$ cat src/rtl/vt_pkg.sv
package vt_pkg;
  typedef enum logic [1:0] {
    ST_IDLE = 2'd0,
    ST_WALK = 2'd1,
    ST_RESP = 2'd2
  } vt_state_e;
endpackage

$ cat src/rtl/vt_ptab.sv
module vt_ptab #(
  parameter int VPN_W = 8,
  parameter int PPN_W = 6
) (
  input  logic             clk,
  input  logic             rst_n,
  input  logic             wr_en,
  input  logic [VPN_W-1:0] wr_vpn,
  input  logic [PPN_W-1:0] wr_ppn,
  input  logic             wr_valid,
  input  logic [VPN_W-1:0] rd_vpn,
  output logic [PPN_W-1:0] rd_ppn,
  output logic             rd_valid
);
  localparam int DEPTH = 1 << VPN_W;

  logic [DEPTH-1:0] vld_q, vld_d;
  logic [PPN_W-1:0] ppn_q [DEPTH];

  always_comb begin
    vld_d = vld_q;
    if (wr_en) vld_d[wr_vpn] = wr_valid;
  end

  always_ff @(posedge clk or negedge rst_n) begin
    if (!rst_n) vld_q <= '0;
    else        vld_q <= vld_d;
  end

  always_ff @(posedge clk) begin
    if (wr_en) ppn_q[wr_vpn] <= wr_ppn;
  end

  assign rd_ppn   = ppn_q[rd_vpn];
  assign rd_valid = vld_q[rd_vpn];

  // A write takes effect on the next edge only
  AST_PT_WRITE_LANDS: assert property (@(posedge clk) disable iff (!rst_n)
    wr_en |=> vld_q[$past(wr_vpn)] == $past(wr_valid));
endmodule

$ cat src/rtl/vt_tlb.sv
module vt_tlb #(
  parameter int VPN_W = 8,
  parameter int PPN_W = 6,
  parameter int SETS  = 4,
  parameter int WAYS  = 4
) (
  input  logic             clk,
  input  logic             rst_n,
  input  logic             flush,
  input  logic [VPN_W-1:0] lk_vpn,
  output logic             lk_hit,
  output logic [PPN_W-1:0] lk_ppn,
  input  logic             fill_en,
  input  logic [VPN_W-1:0] fill_vpn,
  input  logic [PPN_W-1:0] fill_ppn
);
  localparam int IDX_W = $clog2(SETS);
  localparam int TAG_W = VPN_W - IDX_W;
  localparam int WAY_W = $clog2(WAYS);

  logic [TAG_W-1:0] tag_q [SETS][WAYS];
  logic [PPN_W-1:0] ppn_q [SETS][WAYS];
  logic [SETS-1:0][WAYS-1:0]  vld_q, vld_d;
  logic [SETS-1:0][WAY_W-1:0] rr_q, rr_d;

  logic [IDX_W-1:0] lk_set, f_set;
  logic [TAG_W-1:0] lk_tag, f_tag;
  logic [WAYS-1:0]  match;
  logic [WAY_W-1:0] victim;
  logic             set_full;
  logic             do_fill;

  assign lk_set = lk_vpn[IDX_W-1:0];
  assign lk_tag = lk_vpn[VPN_W-1:IDX_W];
  assign f_set  = fill_vpn[IDX_W-1:0];
  assign f_tag  = fill_vpn[VPN_W-1:IDX_W];

  // Per-way compare
  for (genvar w = 0; w < WAYS; w++) begin : g_way
    assign match[w] = vld_q[lk_set][w] && (tag_q[lk_set][w] == lk_tag);
  end

  always_comb begin
    lk_ppn = '0;
    for (int w = 0; w < WAYS; w++) begin
      if (match[w]) lk_ppn = lk_ppn | ppn_q[lk_set][w];
    end
  end
  assign lk_hit = |match;

  // Victim: lowest invalid way, else the set's round-robin pointer
  assign set_full = &vld_q[f_set];
  always_comb begin
    victim = rr_q[f_set];
    for (int w = WAYS - 1; w >= 0; w--) begin
      if (!vld_q[f_set][w]) victim = WAY_W'(w);
    end
  end

  assign do_fill = fill_en && !flush;

  always_comb begin
    vld_d = vld_q;
    rr_d  = rr_q;
    if (flush) begin
      vld_d = '0;
    end else if (fill_en) begin
      vld_d[f_set][victim] = 1'b1;
      if (set_full) begin
        if (rr_q[f_set] == WAY_W'(WAYS - 1)) rr_d[f_set] = '0;
        else                                 rr_d[f_set] = rr_q[f_set] + WAY_W'(1);
      end
    end
  end

  always_ff @(posedge clk or negedge rst_n) begin
    if (!rst_n) begin
      vld_q <= '0;
      rr_q  <= '0;
    end else begin
      vld_q <= vld_d;
      rr_q  <= rr_d;
    end
  end

  always_ff @(posedge clk) begin
    if (do_fill) begin
      tag_q[f_set][victim] <= f_tag;
      ppn_q[f_set][victim] <= fill_ppn;
    end
  end

  AST_ONE_WAY_MATCH: assert property (@(posedge clk) disable iff (!rst_n)
    $onehot0(match));
  AST_FLUSH_EMPTIES: assert property (@(posedge clk) disable iff (!rst_n)
    flush |=> (vld_q == '0));
  AST_RR_ONLY_ON_EVICT: assert property (@(posedge clk) disable iff (!rst_n)
    !(do_fill && set_full) |=> $stable(rr_q));
  AST_FILL_SETS_VALID: assert property (@(posedge clk) disable iff (!rst_n)
    do_fill |=> vld_q[$past(f_set)][$past(victim)]);
endmodule

$ cat src/rtl/vt_ctrl.sv
module vt_ctrl
  import vt_pkg::*;
(
  input  logic clk,
  input  logic rst_n,
  input  logic req_valid,
  input  logic rsp_ready,
  input  logic lk_hit,
  output logic req_ready,
  output logic rsp_valid,
  output logic accept,
  output logic acc_hit,
  output logic walk_done
);
  vt_state_e st_q, st_d;

  assign req_ready = (st_q == ST_IDLE);
  assign rsp_valid = (st_q == ST_RESP);
  assign accept    = req_valid && req_ready;
  assign acc_hit   = accept && lk_hit;
  assign walk_done = (st_q == ST_WALK);

  always_comb begin
    st_d = st_q;
    unique case (st_q)
      ST_IDLE: if (accept) st_d = lk_hit ? ST_RESP : ST_WALK;
      ST_WALK: st_d = ST_RESP;
      ST_RESP: if (rsp_ready) st_d = ST_IDLE;
      default: st_d = ST_IDLE;
    endcase
  end

  always_ff @(posedge clk or negedge rst_n) begin
    if (!rst_n) st_q <= ST_IDLE;
    else        st_q <= st_d;
  end

  AST_BUSY_NO_READY: assert property (@(posedge clk) disable iff (!rst_n)
    (rsp_valid || walk_done) |-> !req_ready);
  AST_HIT_ONE_CYCLE: assert property (@(posedge clk) disable iff (!rst_n)
    acc_hit |=> rsp_valid);
  AST_MISS_WALKS: assert property (@(posedge clk) disable iff (!rst_n)
    (accept && !lk_hit) |=> (walk_done && !rsp_valid));
  AST_WALK_ANSWERS: assert property (@(posedge clk) disable iff (!rst_n)
    walk_done |=> rsp_valid);
endmodule

$ cat src/rtl/vtrans_top.sv
module vtrans_top #(
  parameter int VA_W  = 14,
  parameter int PA_W  = 12,
  parameter int OFF_W = 6,
  parameter int SETS  = 4,
  parameter int WAYS  = 4
) (
  input  logic                    clk,
  input  logic                    rst_n,
  input  logic                    req_valid,
  output logic                    req_ready,
  input  logic [VA_W-1:0]         req_vaddr,
  output logic                    rsp_valid,
  input  logic                    rsp_ready,
  output logic [PA_W-1:0]         rsp_paddr,
  output logic                    rsp_tlb_hit,
  output logic                    rsp_fault,
  input  logic                    pt_we,
  input  logic [VA_W-OFF_W-1:0]   pt_vpn,
  input  logic [PA_W-OFF_W-1:0]   pt_ppn,
  input  logic                    pt_valid,
  input  logic                    flush
);
  localparam int VPN_W = VA_W - OFF_W;
  localparam int PPN_W = PA_W - OFF_W;

  logic             accept, acc_hit, walk_done;
  logic             lk_hit, pt_ok;
  logic [PPN_W-1:0] lk_ppn, pt_rd_ppn;
  logic [VA_W-1:0]  vaddr_q, vaddr_d;
  logic [PA_W-1:0]  paddr_q, paddr_d;
  logic             hit_q, hit_d, fault_q, fault_d;
  logic [VPN_W-1:0] walk_vpn;

  assign walk_vpn = vaddr_q[VA_W-1:OFF_W];

  vt_ctrl u_ctrl (
    .clk       (clk),
    .rst_n     (rst_n),
    .req_valid (req_valid),
    .rsp_ready (rsp_ready),
    .lk_hit    (lk_hit),
    .req_ready (req_ready),
    .rsp_valid (rsp_valid),
    .accept    (accept),
    .acc_hit   (acc_hit),
    .walk_done (walk_done)
  );

  vt_tlb #(.VPN_W(VPN_W), .PPN_W(PPN_W), .SETS(SETS), .WAYS(WAYS)) u_tlb (
    .clk      (clk),
    .rst_n    (rst_n),
    .flush    (flush),
    .lk_vpn   (req_vaddr[VA_W-1:OFF_W]),
    .lk_hit   (lk_hit),
    .lk_ppn   (lk_ppn),
    .fill_en  (walk_done && pt_ok),
    .fill_vpn (walk_vpn),
    .fill_ppn (pt_rd_ppn)
  );

  vt_ptab #(.VPN_W(VPN_W), .PPN_W(PPN_W)) u_ptab (
    .clk      (clk),
    .rst_n    (rst_n),
    .wr_en    (pt_we),
    .wr_vpn   (pt_vpn),
    .wr_ppn   (pt_ppn),
    .wr_valid (pt_valid),
    .rd_vpn   (walk_vpn),
    .rd_ppn   (pt_rd_ppn),
    .rd_valid (pt_ok)
  );

  always_comb begin
    vaddr_d = vaddr_q;
    paddr_d = paddr_q;
    hit_d   = hit_q;
    fault_d = fault_q;
    if (accept) vaddr_d = req_vaddr;
    if (acc_hit) begin
      paddr_d = {lk_ppn, req_vaddr[OFF_W-1:0]};
      hit_d   = 1'b1;
      fault_d = 1'b0;
    end else if (walk_done) begin
      hit_d   = 1'b0;
      fault_d = !pt_ok;
      paddr_d = pt_ok ? {pt_rd_ppn, vaddr_q[OFF_W-1:0]} : '0;
    end
  end

  always_ff @(posedge clk or negedge rst_n) begin
    if (!rst_n) begin
      vaddr_q <= '0;
      paddr_q <= '0;
      hit_q   <= 1'b0;
      fault_q <= 1'b0;
    end else begin
      vaddr_q <= vaddr_d;
      paddr_q <= paddr_d;
      hit_q   <= hit_d;
      fault_q <= fault_d;
    end
  end

  assign rsp_paddr   = paddr_q;
  assign rsp_tlb_hit = hit_q;
  assign rsp_fault   = fault_q;

  AST_RSP_HOLD: assert property (@(posedge clk) disable iff (!rst_n)
    (rsp_valid && !rsp_ready) |=> (rsp_valid && $stable(rsp_paddr) &&
      $stable(rsp_tlb_hit) && $stable(rsp_fault)));
  AST_FAULT_CLEAN: assert property (@(posedge clk) disable iff (!rst_n)
    (rsp_valid && rsp_fault) |-> (!rsp_tlb_hit && rsp_paddr == '0));
  AST_OFFSET_PASS: assert property (@(posedge clk) disable iff (!rst_n)
    (rsp_valid && !rsp_fault) |-> (rsp_paddr[OFF_W-1:0] == vaddr_q[OFF_W-1:0]));
endmodule

$ cat config.mk
export PLATFORM = sky130hd
export DESIGN_NAME = vtrans_top
export DESIGN_NICKNAME = d
export VERILOG_FILES = /design/src/rtl/vt_pkg.sv /design/src/rtl/vt_ptab.sv /design/src/rtl/vt_tlb.sv /design/src/rtl/vt_ctrl.sv /design/src/rtl/vtrans_top.sv
export SDC_FILE = /design/constraint.sdc
export NUM_CORES = 2
export LEC_CHECK = 0
export BUFFER_PORTS_ARGS = -buffer_cell sky130_fd_sc_hd__buf_2
export CAP_MARGIN = 20
export CORE_ASPECT_RATIO = 0.7
export CORE_MARGIN = 2
export CORE_UTILIZATION = 35
export CTS_CLUSTER_DIAMETER = 100
export DETAILED_ROUTE_END_ITERATION = 12
export PLACE_DENSITY = 0.48
export SLEW_MARGIN = 20
export SYNTH_ARGS = -nofsm -noshare
export SYNTH_HDL_FRONTEND = slang
export SYNTH_SLANG_ARGS = --single-unit
$ cat constraint.sdc
create_clock -name clk -period 5.8 [get_ports clk]
set_clock_uncertainty 0.2 [all_clocks]
set_input_delay 0.58 -clock clk [delete_from_list [all_inputs] [get_ports clk]]
set_output_delay 0.58 -clock clk [all_outputs]
set_load 0.02 [all_outputs]
==> flow_summary_export.csv <==
group,metric,value,unit
drt,top_layer,"met5",
clocking,clk_path_buf_depth,4,
drt,dr_wl_met2,104000,um
place,gp_congestion,0.855,
worst_setup_path,critPathLaunchType,"flip-flop",
synthesis,netlist_top_cells_area,"edfxtp_1 63%, mux4_2 13%, dfrtp_1 9.5%, mux2_2 3.8%, nor2_1 1.4%",
synthesis,synth_most_common_cell,"edfxtp_1",
worst_setup_path,crit_fanout,32,
timing,finalHoldViolCount,0,
timing,tightest_slew,1.23,ns
timing,setup_viol,0,
status,status,"finished clean",
timing,period_needed,5.51,ns
clocking,htreeDepth,4,
drt,drtIter0Drc,5477,
pwr,power_leakage,31.8,nW
clocking,cts_tree,"built",
synthesis,yosys.area.top_type,"edfxtp_1",
worst_setup_path,rr_startpoint,"vaddr_q[6]",
clocking,cts_root_buffer,"clkbuf_16",
synthesis,yosysWarnings,0,
layout,syn2layout_area_growth,14.7,%
drt,vias,43300,
clocking,post_cts_resized,0,
clocking,clk_latency,0.87,ns
drt,dr_wl_met3,22700,um
drt,wire_per_inst,33.6,um
global_route,grt.overflow.total,0,
synthesis,yosysTopAreaCellShare,63.3,%
worst_setup_path,critPathMaxStageDelay,0.94,ns
worst_setup_path,path_cells,"buf_12 > mux4_2 > a22oi_1 > a21oi_1 > nor3_1 > o21ai_0 > nand4_1 > inv_1",
drt,viasPerCell,5.65,
synthesis,syn_area_per_cell,19.9,sq um
timing,rsz0062_at_grt,"no",
hold_path,hold_depth,2,
worst_setup_path,cp.required,6.06,ns
worst_setup_path,timing.critical_path.buf_inv,2,
synthesis,synth_edf_count,1728,
synthesis,netlist_instances,4118,
floorplan,fp.dieW,583,um
timing,post-route-period-util,94.9,%
clocking,post-cts-setup-buffers,0,
global_route,grt_pass1_vias,42700,
drt,final_antenna_net_count,0,
pwr,power_density,457,nW/um^2
layout,utilization,40.4,%
drt,firstDrtPassIters,6,
worst_setup_path,r2r_cells,8,
worst_setup_path,crit_slowest_cell,"dfrtp_4",
clocking,numCtsBuffers,203,
synthesis,async_reset_ff_share,15.2,%
hold_path,min_path_type,"in -> reg",
floorplan,rows,148,
drt,drc,0,
floorplan,start_util,35.2,%
global_route,antenna_found_initial,21,
run,cap_viol_max_count,0,
clocking,path_clk_slew,0.06,ns
drt,drt-met1-wl,125000,um
global_route,grt_max_degree,153,
synthesis,yosysUniqueCellTypes,72,
drt,wirelength,257000,um
pwr,vdd_drop_max,252,uV
synthesis,yosysSeqAreaShare,72.7,%
synthesis,synth_flop_cell,"edfxtp_1",
synthesis,syn-cell-area,82000,sq um
clocking,clock-sinks,2038,
worst_setup_path,crit_type,"reg -> reg",
timing,relSlewSlack,17.0,%
synthesis,yosys-top-cells-count,"1728 x edfxtp_1, 484 x mux4_2, 311 x nor2_1",
timing,slew_viol_final,0,
worst_setup_path,cp.arrival,5.76,ns
timing,tns,0,ns
worst_setup_path,rrSetupSlack,0.29,ns
timing,fmax,182,MHz
place,hpwlAfterDp,168000,um
synthesis,synth_nets,4154,
global_route,track_usage,21.5,%
worst_setup_path,reg2reg_to,"u_tlb.ppn_q[0][3]",
global_route,grt_pass1_wl,359000,um
floorplan,core_area,233000,sq um
layout,drive_above_1_share,31.7,%
floorplan,die_area,238000,sq um
worst_setup_path,endpoint_kind,"flip-flop",
floorplan,die_height,409,um
hold_path,min-delay-start,"req_vaddr[11]",
timing,whs,0.0422,ns
layout,nets,4453,
floorplan,io_pins,51,
place,portBuffers,50,
worst_setup_path,crit_family,"compound AO/OA/AOI/OAI gates",
synthesis,ys_ff_latch,2038,
hold_path,whs_endpoint,"vaddr_q[11]",
cells in the final DEF (no fill, tap or decap), drive strengths merged, types with 38 or more instances in the layout:
cell type / count
nand2: 100
buf: 334
nor2: 311
mux4: 509
edfxtp: 1728
mux2i: 82
mux2: 278
dfrtp: 310
clkbuf: 269
clkinv: 76
nand3: 48
a22oi: 61
nor2b: 52
o21ai: 38
power breakdown:
group          internal (mW)  total (mW)  switching [mW]
sequential              16.6        17.1           0.498
combinational           4.56        12.4            7.80
clock                   7.83        13.6            5.73
total                   28.9        43.0            14.0
registers in the layout, summed over array words and instances, names as in the netlist, 2 cells and up:
register      flops
rsp_paddr        12
u_ctrl.st_q       2
u_ptab.ppn_q   1536
u_ptab.vld_q    256
u_tlb.ppn_q      96
u_tlb.rr_q        8
u_tlb.tag_q      96
u_tlb.vld_q      16
vaddr_q          14
timing repair:
item	4_1_cts	5_1_grt
endpoints found under the hold margin	80	0
endpoints found under the setup margin	0	0
hold buffers	12	0
per-stage QoR:
stage	power [mW]	setup slack (ns)	cells	cell area, sq um
4_1_cts	43.2	0.336	7654	94000
6_report	43.0	0.294	7661	94000
5_1_grt	44.3	0.191	7657	94000
3_3_place_gp	29.7	0.293	7274	87200
2_1_floorplan	24.1	1.49	4118	82000
3_5_place_dp	29.6	0.380	7274	87200
area by class of cell:
type | count | area, sq um
inverters | 28 | 108
flip-flops and latches | 2038 | 59700
multi-input cells | 1793 | 20800
repair buffers | 353 | 2950
fillers | 20600 | 139000
clock buffers | 262 | 5580
clock inverters | 106 | 1130
well taps | 3075 | 3850
diodes | 6 | 15.0
routing by layer:
metal | GRT usage [%] | vias to the layer above
met5 | 0 | -
met2 | 28.6 | 1837
li1 | - | 17400
met3 | 4.58 | 289
met1 | 35.4 | 23800
met4 | 4.21 | 6
how the worst max path moves through the flow:
stage	from	to	slack, ns	cells after the start
global route	vaddr_q[6]	u_tlb.ppn_q[1][21]	0.19	8
CTS	vaddr_q[6]	u_tlb.ppn_q[1][21]	0.34	8
floorplan	vaddr_q[8]	u_tlb.ppn_q[0][0]	1.49	11
detailed placement	vaddr_q[6]	u_tlb.ppn_q[1][9]	0.38	8
finish	vaddr_q[6]	u_tlb.ppn_q[0][3]	0.29	8
global placement	vaddr_q[6]	u_tlb.ppn_q[0][9]	0.29	8
logic make-up (layout without fill, tap and decap cells):
group,after synthesis,in the layout,synth area share [%]
multiplexers,869,869,18.9
other,0,6,0
buffers and inverters,287,749,2.19
flip-flops,2038,2038,72.7
AND/OR/NAND/NOR,607,607,3.34
XOR/XNOR,28,28,0.299
adder cells (fa/ha/maj),1,1,0.0153
AO/OA/AOI/OAI,288,288,2.51
Power figures use the tool's default switching activity.
